[config.mk]
export PLATFORM = sky130hd
export DESIGN_NAME = adc_thresh_mon
export DESIGN_NICKNAME = d
export VERILOG_FILES = /design/src/rtl/thr_mon_pkg.sv /design/src/rtl/thr_cmp_lane.sv /design/src/rtl/adc_thresh_mon.sv
export SDC_FILE = /design/constraint.sdc
export NUM_CORES = 1
export LEC_CHECK = 0
export CAP_MARGIN = 30
export CORE_AREA = 5 5 93 130
export DETAILED_ROUTE_END_ITERATION = 16
export DIE_AREA = 0 0 98 135
export DONT_BUFFER_PORTS = 1
export GPL_ROUTABILITY_DRIVEN = 0
export HOLD_SLACK_MARGIN = 0.15
export PLACE_DENSITY = 0.41
export SLEW_MARGIN = 40
export SYNTH_ARGS = -nofsm -noshare
export SYNTH_HDL_FRONTEND = slang
export SYNTH_SLANG_ARGS = --single-unit
[constraint.sdc]
create_clock -name clk -period 2.2 [get_ports clk]
set_clock_uncertainty 0.2 [all_clocks]
set_input_delay 0.33 -clock clk [delete_from_list [all_inputs] [get_ports clk]]
set_output_delay 0.33 -clock clk [all_outputs]
set_load 0.02 [all_outputs]
[src/rtl/thr_mon_pkg.sv]
package thr_mon_pkg;
   localparam int unsigned DEF_RES_W = 12;
   localparam int unsigned DEF_CH_W  = 5;
   localparam int unsigned DEF_CNT_W = 4;
   localparam int unsigned N_CMP     = 2;

   typedef enum logic {
      CMP_LT = 1'b0,
      CMP_GE = 1'b1
   } cmp_cond_e;
endpackage

[src/rtl/thr_cmp_lane.sv]
module thr_cmp_lane
   import thr_mon_pkg::*;
#(
   parameter int unsigned RES_W     = DEF_RES_W,
   parameter int unsigned CH_W      = DEF_CH_W,
   parameter int unsigned CNT_W     = DEF_CNT_W,
   parameter bit          ALLOW_WIN = 1'b0,
   parameter bit          HAS_WAKE  = 1'b1
) (
   input  logic             clk,
   input  logic             rst_n,
   input  logic             cfg_we,
   input  logic             cfg_en,
   input  logic [CH_W-1:0]  cfg_ch,
   input  logic [RES_W-1:0] cfg_val,
   input  logic             cfg_cond,
   input  logic [CNT_W-1:0] cfg_mcnt,
   input  logic             cfg_win,
   input  logic             res_vld,
   input  logic [CH_W-1:0]  res_ch,
   input  logic [RES_W-1:0] res_data,
   input  logic             peer_hit,
   output logic             own_hit,
   input  logic             flag_clr,
   input  logic             wake_clr,
   output logic             flag,
   output logic             wake
);
   localparam logic WIN_OK = ALLOW_WIN;

   logic             en_q, win_q, flag_q;
   cmp_cond_e        cond_q;
   logic [CH_W-1:0]  ch_q;
   logic [RES_W-1:0] val_q;
   logic [CNT_W-1:0] lim_q, cnt_q;
   logic             sel, match, fire, use_win;

   // condition evaluated on every result, independent of channel
   assign own_hit = (cond_q == CMP_GE) ? (res_data >= val_q) : (res_data < val_q);
   assign use_win = win_q & WIN_OK;
   assign sel     = res_vld && en_q && (res_ch == ch_q);
   assign match   = own_hit && (!use_win || peer_hit);
   assign fire    = sel && match && (cnt_q == lim_q);

   always_ff @(posedge clk or negedge rst_n) begin
      if (!rst_n) begin
         en_q   <= 1'b0;
         win_q  <= 1'b0;
         cond_q <= CMP_LT;
         ch_q   <= '0;
         val_q  <= '0;
         lim_q  <= '0;
      end else if (cfg_we) begin
         en_q   <= cfg_en;
         win_q  <= cfg_win;
         cond_q <= cmp_cond_e'(cfg_cond);
         ch_q   <= cfg_ch;
         val_q  <= cfg_val;
         lim_q  <= cfg_mcnt;
      end
   end

   always_ff @(posedge clk or negedge rst_n) begin
      if (!rst_n)                cnt_q <= '0;
      else if (cfg_we)           cnt_q <= '0;
      else if (sel) begin
         if (!match || fire)     cnt_q <= '0;
         else                    cnt_q <= cnt_q + 1'b1;
      end
   end

   always_ff @(posedge clk or negedge rst_n) begin
      if (!rst_n)        flag_q <= 1'b0;
      else if (fire)     flag_q <= 1'b1;
      else if (flag_clr) flag_q <= 1'b0;
   end
   assign flag = flag_q;

   generate
      if (HAS_WAKE) begin : g_wake
         logic wake_q;
         always_ff @(posedge clk or negedge rst_n) begin
            if (!rst_n)        wake_q <= 1'b0;
            else if (fire)     wake_q <= 1'b1;
            else if (wake_clr) wake_q <= 1'b0;
         end
         assign wake = wake_q;

         // wake flag only appears alongside a set compare flag
         a_r11_wake_with_flag: assert property (@(posedge clk) disable iff (!rst_n)
            $rose(wake_q) |-> flag_q);
      end else begin : g_nowake
         assign wake = 1'b0;
      end
   endgenerate

   // a flag rises only after a result on the watched, enabled channel
   a_r4_rise_needs_sel: assert property (@(posedge clk) disable iff (!rst_n)
      $rose(flag_q) |-> $past(res_vld && res_ch == ch_q && en_q));
   // counter never passes the programmed limit
   a_r3_cnt_bound: assert property (@(posedge clk) disable iff (!rst_n)
      cnt_q <= lim_q);
   // a clear with no result on the channel drops the flag
   a_r7_clear_drops: assert property (@(posedge clk) disable iff (!rst_n)
      (flag_clr && !sel) |=> !flag_q);
   // configuration write restarts the run; zero write disables
   a_r9_cfg_restart: assert property (@(posedge clk) disable iff (!rst_n)
      cfg_we |=> (cnt_q == '0) && (en_q == $past(cfg_en)));
endmodule

[src/rtl/adc_thresh_mon.sv]
module adc_thresh_mon
   import thr_mon_pkg::*;
#(
   parameter int unsigned RES_W    = DEF_RES_W,
   parameter int unsigned CH_W     = DEF_CH_W,
   parameter int unsigned CNT_W    = DEF_CNT_W,
   parameter bit          HAS_WAKE = 1'b1
) (
   input  logic             clk,
   input  logic             rst_n,
   input  logic             res_vld,
   input  logic [CH_W-1:0]  res_ch,
   input  logic [RES_W-1:0] res_data,
   input  logic [1:0]       cfg_we,
   input  logic             cfg_en,
   input  logic [CH_W-1:0]  cfg_ch,
   input  logic [RES_W-1:0] cfg_val,
   input  logic             cfg_cond,
   input  logic [CNT_W-1:0] cfg_mcnt,
   input  logic             cfg_win,
   input  logic [1:0]       flag_clr,
   input  logic [1:0]       wake_clr,
   input  logic [1:0]       irq_en,
   output logic [1:0]       cmp_flag,
   output logic [1:0]       irq,
   output logic [1:0]       wake_flag
);
   generate
      if (RES_W < 2 || CH_W < 1 || CNT_W < 1) begin : g_bad_width
         $error("adc_thresh_mon: widths out of range");
      end
      if (N_CMP != 2) begin : g_bad_count
         $error("adc_thresh_mon: exactly two comparators are supported");
      end
   endgenerate

   logic [N_CMP-1:0] hit;

   generate
      for (genvar i = 0; i < N_CMP; i++) begin : g_lane
         thr_cmp_lane #(
            .RES_W     (RES_W),
            .CH_W      (CH_W),
            .CNT_W     (CNT_W),
            .ALLOW_WIN (i == 0),
            .HAS_WAKE  (HAS_WAKE)
         ) lane_i (
            .clk      (clk),
            .rst_n    (rst_n),
            .cfg_we   (cfg_we[i]),
            .cfg_en   (cfg_en),
            .cfg_ch   (cfg_ch),
            .cfg_val  (cfg_val),
            .cfg_cond (cfg_cond),
            .cfg_mcnt (cfg_mcnt),
            .cfg_win  (cfg_win),
            .res_vld  (res_vld),
            .res_ch   (res_ch),
            .res_data (res_data),
            .peer_hit (hit[(i + 1) % N_CMP]),
            .own_hit  (hit[i]),
            .flag_clr (flag_clr[i]),
            .wake_clr (wake_clr[i]),
            .flag     (cmp_flag[i]),
            .wake     (wake_flag[i])
         );
      end
   endgenerate

   assign irq = cmp_flag & irq_en;
endmodule

==> results.py <==
metrics = {
    "finish": {
        "nFillCells": 1030,
        "fin_nets": 441,
        "regArea_sq_um": 1480,
        "drive_above_1_share": 0.267,
        "multi_input_area_sq_um": 1700,
        "area_growth_pct": 39.3,
        "num_antenna_cells": 0,
        "postLayoutCellArea_sq_um": 4380,
    },
    "power_and_ir_drop": {
        "comb_power_share": 0.175,
        "seqPwrFrac": 0.387,
        "power_leakage_nw": 1.90,
        "p_int_mw": 2.37,
        "p_clk_frac": 0.437,
        "power.density_nw_per_um2": 715,
        "ir_drop_uv": 325,
        "swShare": 0.244,
        "switchingPower_mw": 0.766,
    },
    "worst_setup_path": {
        "worstReg2RegStart": "g_lane[1].lane_i.val_q[1]",
        "endpoint_kind": "register",
        "cp.required_ns": 2.23,
        "start_kind": "register",
        "crit_path_frequent_cell": "a21o_4",
        "reg2reg_slack_ns": -0.20,
        "reg2reg_depth": 9,
        "crit_slowest_cell": "dfrtp_1",
        "crit_family": "compound AO/OA/AOI/OAI gates",
        "cp.buffers_inverters": 1,
        "cp.arrival_ns": 2.43,
        "critPathMaxStageDelay_ns": 0.37,
        "reg2reg_to": "g_lane[0].lane_i.wake",
        "worst-setup-path-type": "register to register",
        "cp_max_fo": 4,
        "crit_chain": "inv_2, ha_4, nor2b_4, o211ai_1, a2bb2oi_2, or3_4, a21o_4, a21o_4, o32ai_2",
    },
    "global_route": {
        "grt_util_met2": 0.208,
        "antenna_found_initial": 0,
        "grt_pass1_vias": 2471,
        "grt_pass1_wl_um": 12900,
        "grt_usage": 0.125,
        "grt-busiest-layer": "met2",
        "grt_max_degree": 60,
        "grt_use_met1": 0.141,
        "grt.overflow.total": 0,
        "use_met3": 0.0470,
    },
    "clock_network": {
        "max-clock-path-buffers": 2,
        "cts_tree": "yes",
        "cts-buffers-inserted": 9,
        "root_buffer": "clkbuf_16",
        "cts.clk_slew.worst_paths_ns": 0.05,
        "htreeDepth": 3,
        "clk-insertion-delay-late_ns": 0.32,
        "clkSinkCount": 59,
    },
    "die": {
        "placementRows": 45,
        "core-area_sq_um": 10800,
        "start_util": 0.292,
        "fp.dieH_um": 135,
        "die_area_sq_um": 13200,
        "io_pins": 58,
        "dieWidth_um": 98,
    },
    "sta": {
        "drv_slew": 0,
        "max_freq_ghz": 0.416,
        "max_slew_margin": 0.717,
        "fin_ws_ns": -0.205,
        "period_share": 1.09,
        "setup_viol": 12,
        "tightest_slew_ns": 0.422,
        "rsz0062_at_grt": "yes",
        "hold_violations": 0,
        "finalCriticalPeriod_ns": 2.40,
    },
    "logic_synthesis": {
        "yosys.area.top_type_share": 0.469,
        "synthTopCellsByArea": "dfrtp_1 (47%), ha_1 (10%), mux2_2 (8.6%), inv_1 (4.2%), o21ai_0 (4.1%)",
        "synth_edf_count": 0,
        "synth_ff_type": "dfrtp_1",
        "synth_area_leader_cell": "dfrtp_1",
        "synthDistinctLibCells": 35,
        "synth_cells": 303,
        "synth_seq_area_share": 0.469,
        "syn_avg_cell_area_sq_um": 10.4,
        "synth_nets": 381,
        "synth_common_cells": "dfrtp_1 (59), inv_1 (35), nand2_1 (30)",
        "synth-seq-cells": 59,
        "ys_warn_count": 0,
        "synthMostInstantiatedCell": "dfrtp_1",
        "synthArstFlopShare": 1.00,
        "syn_area_sq_um": 3150,
    },
    "run_status": {
        "status": "finished with violations",
        "violations": "setup timing",
    },
    "route": {
        "dr.pass1.iters": 4,
        "drtIter0Drc": 40,
        "wl_per_cell_um": 15.4,
        "drc": 0,
        "via_count": 2345,
        "drt-total-wl_um": 7840,
        "vias_per_cell": 4.62,
        "drt.antenna.violating_nets": 0,
    },
    "placement": {
        "placed_cell_area_sq_um": 3390,
        "numPortBuffers": 0,
        "pre_cts_ws_ns": -0.290,
        "post-dp-hpwl_um": 5330,
    },
    "min_path": {
        "min-delay-start": "cfg_we[0]",
        "whs_path_depth": 2,
        "hp-class": "input port to register",
        "worstHoldEndpoint": "g_lane[0].lane_i.cond_q",
    },
    "job": {
        "drv_cap": 0,
    },
}
## cell usage in the layout, fill, tap and decap left out, types with 4 or more instances in the layout
master | Yosys | routed
ha_4 | 0 | 7
mux2_2 | 24 | 24
buf_4 | 4 | 19
xnor2_1 | 11 | 11
nand3_1 | 7 | 6
nand4_1 | 10 | 10
dfrtp_1 | 59 | 59
xor2_1 | 8 | 8
clkbuf_16 | 0 | 9
inv_2 | 0 | 8
dlygate4sd3_1 | 0 | 39
clkbuf_8 | 0 | 5
nand2_1 | 30 | 30
ha_1 | 26 | 19
nor2_1 | 6 | 6
inv_1 | 35 | 27
o21ai_0 | 26 | 24
a21o_1 | 6 | 4
a21oi_1 | 10 | 9
## worst max-delay path by stage
stage | depth (start not counted) | start | endpoint
finish | 9 | g_lane[1].lane_i.val_q[1] | g_lane[0].lane_i.wake
global route | 9 | g_lane[1].lane_i.val_q[1] | g_lane[0].lane_i.wake
CTS | 9 | g_lane[1].lane_i.val_q[1] | g_lane[1].lane_i.flag
detailed placement | 9 | g_lane[1].lane_i.val_q[1] | g_lane[1].lane_i.wake
global placement | 8 | g_lane[1].lane_i.val_q[3] | g_lane[1].lane_i.flag
floorplan | 9 | g_lane[1].lane_i.val_q[1] | g_lane[0].lane_i.cnt_q[3]
## timing repair
action / CTS / global route
gates resized for setup: 15 / 22
setup buffers: 1 / 1
hold buffers: 41 / 1
endpoints found under the hold margin: 116 / 1
setup endpoints to repair: 12 / 12
pin swaps: 8 / 7
## routing by layer
layer  part of all wire  routed length (um)
met1               0.41                3240
met2               0.50                3930
met3              0.055                 431
met4              0.031                 245
met5                  0                   0
## power by group through the flow
stage	registers (mW)	logic, mW	clock network (mW)
5_1_grt	1.22	0.614	1.49
2_1_floorplan	1.22	0.271	0
6_report	1.21	0.549	1.37
3_5_place_dp	1.23	0.353	0
3_3_place_gp	1.23	0.350	0
4_1_cts	1.21	0.511	1.43
## flip-flops by register name, indices dropped and copies added, names as in the netlist
signal	count
g_lane.lane_i.wake	2
g_lane.lane_i.flag	2
g_lane.lane_i.use_win	1
g_lane.lane_i.ch_q	10
g_lane.lane_i.en_q	2
g_lane.lane_i.val_q	24
g_lane.lane_i.cond_q	2
g_lane.lane_i.lim_q	8
g_lane.lane_i.cnt_q	8
## through the flow
| stage | utilization | power, mW | hold WS, ns | std cells | setup TNS (ns) |
|---|---|---|---|---|---|
| 4_1_cts | 0.394 | 3.15 | -0.119 | 506 | -1.95 |
| 2_1_floorplan | - | 1.49 | -0.166 | 303 | -0.632 |
| 5_1_grt | 0.408 | 3.33 | 0.152 | 508 | -2.71 |
| 3_3_place_gp | 0.315 | 1.58 | -0.162 | 449 | -2.36 |
| 3_5_place_dp | 0.315 | 1.58 | -0.162 | 449 | -2.74 |
| 6_report | 0.408 | 3.13 | 0.158 | 508 | -1.61 |
## layout make-up
cell class | instances | area share
multi-input cells | 197 | 0.388
well taps | 141 | 0.0403
flip-flops and latches | 59 | 0.337
repair buffers | 61 | 0.137
inverters | 35 | 0.0300
clock buffers | 14 | 0.0671
clock inverters | 1 | 0.00114
## kinds of logic after synthesis
kind of cell / synth area share
XOR/XNOR: 0.0529
adder cells (fa/ha/maj): 0.103
AND/OR/NAND/NOR: 0.107
flip-flops: 0.469
AO/OA/AOI/OAI: 0.118
multiplexers: 0.0891
buffers and inverters: 0.0609
Note: power is estimated with default switching activity, not from simulation.
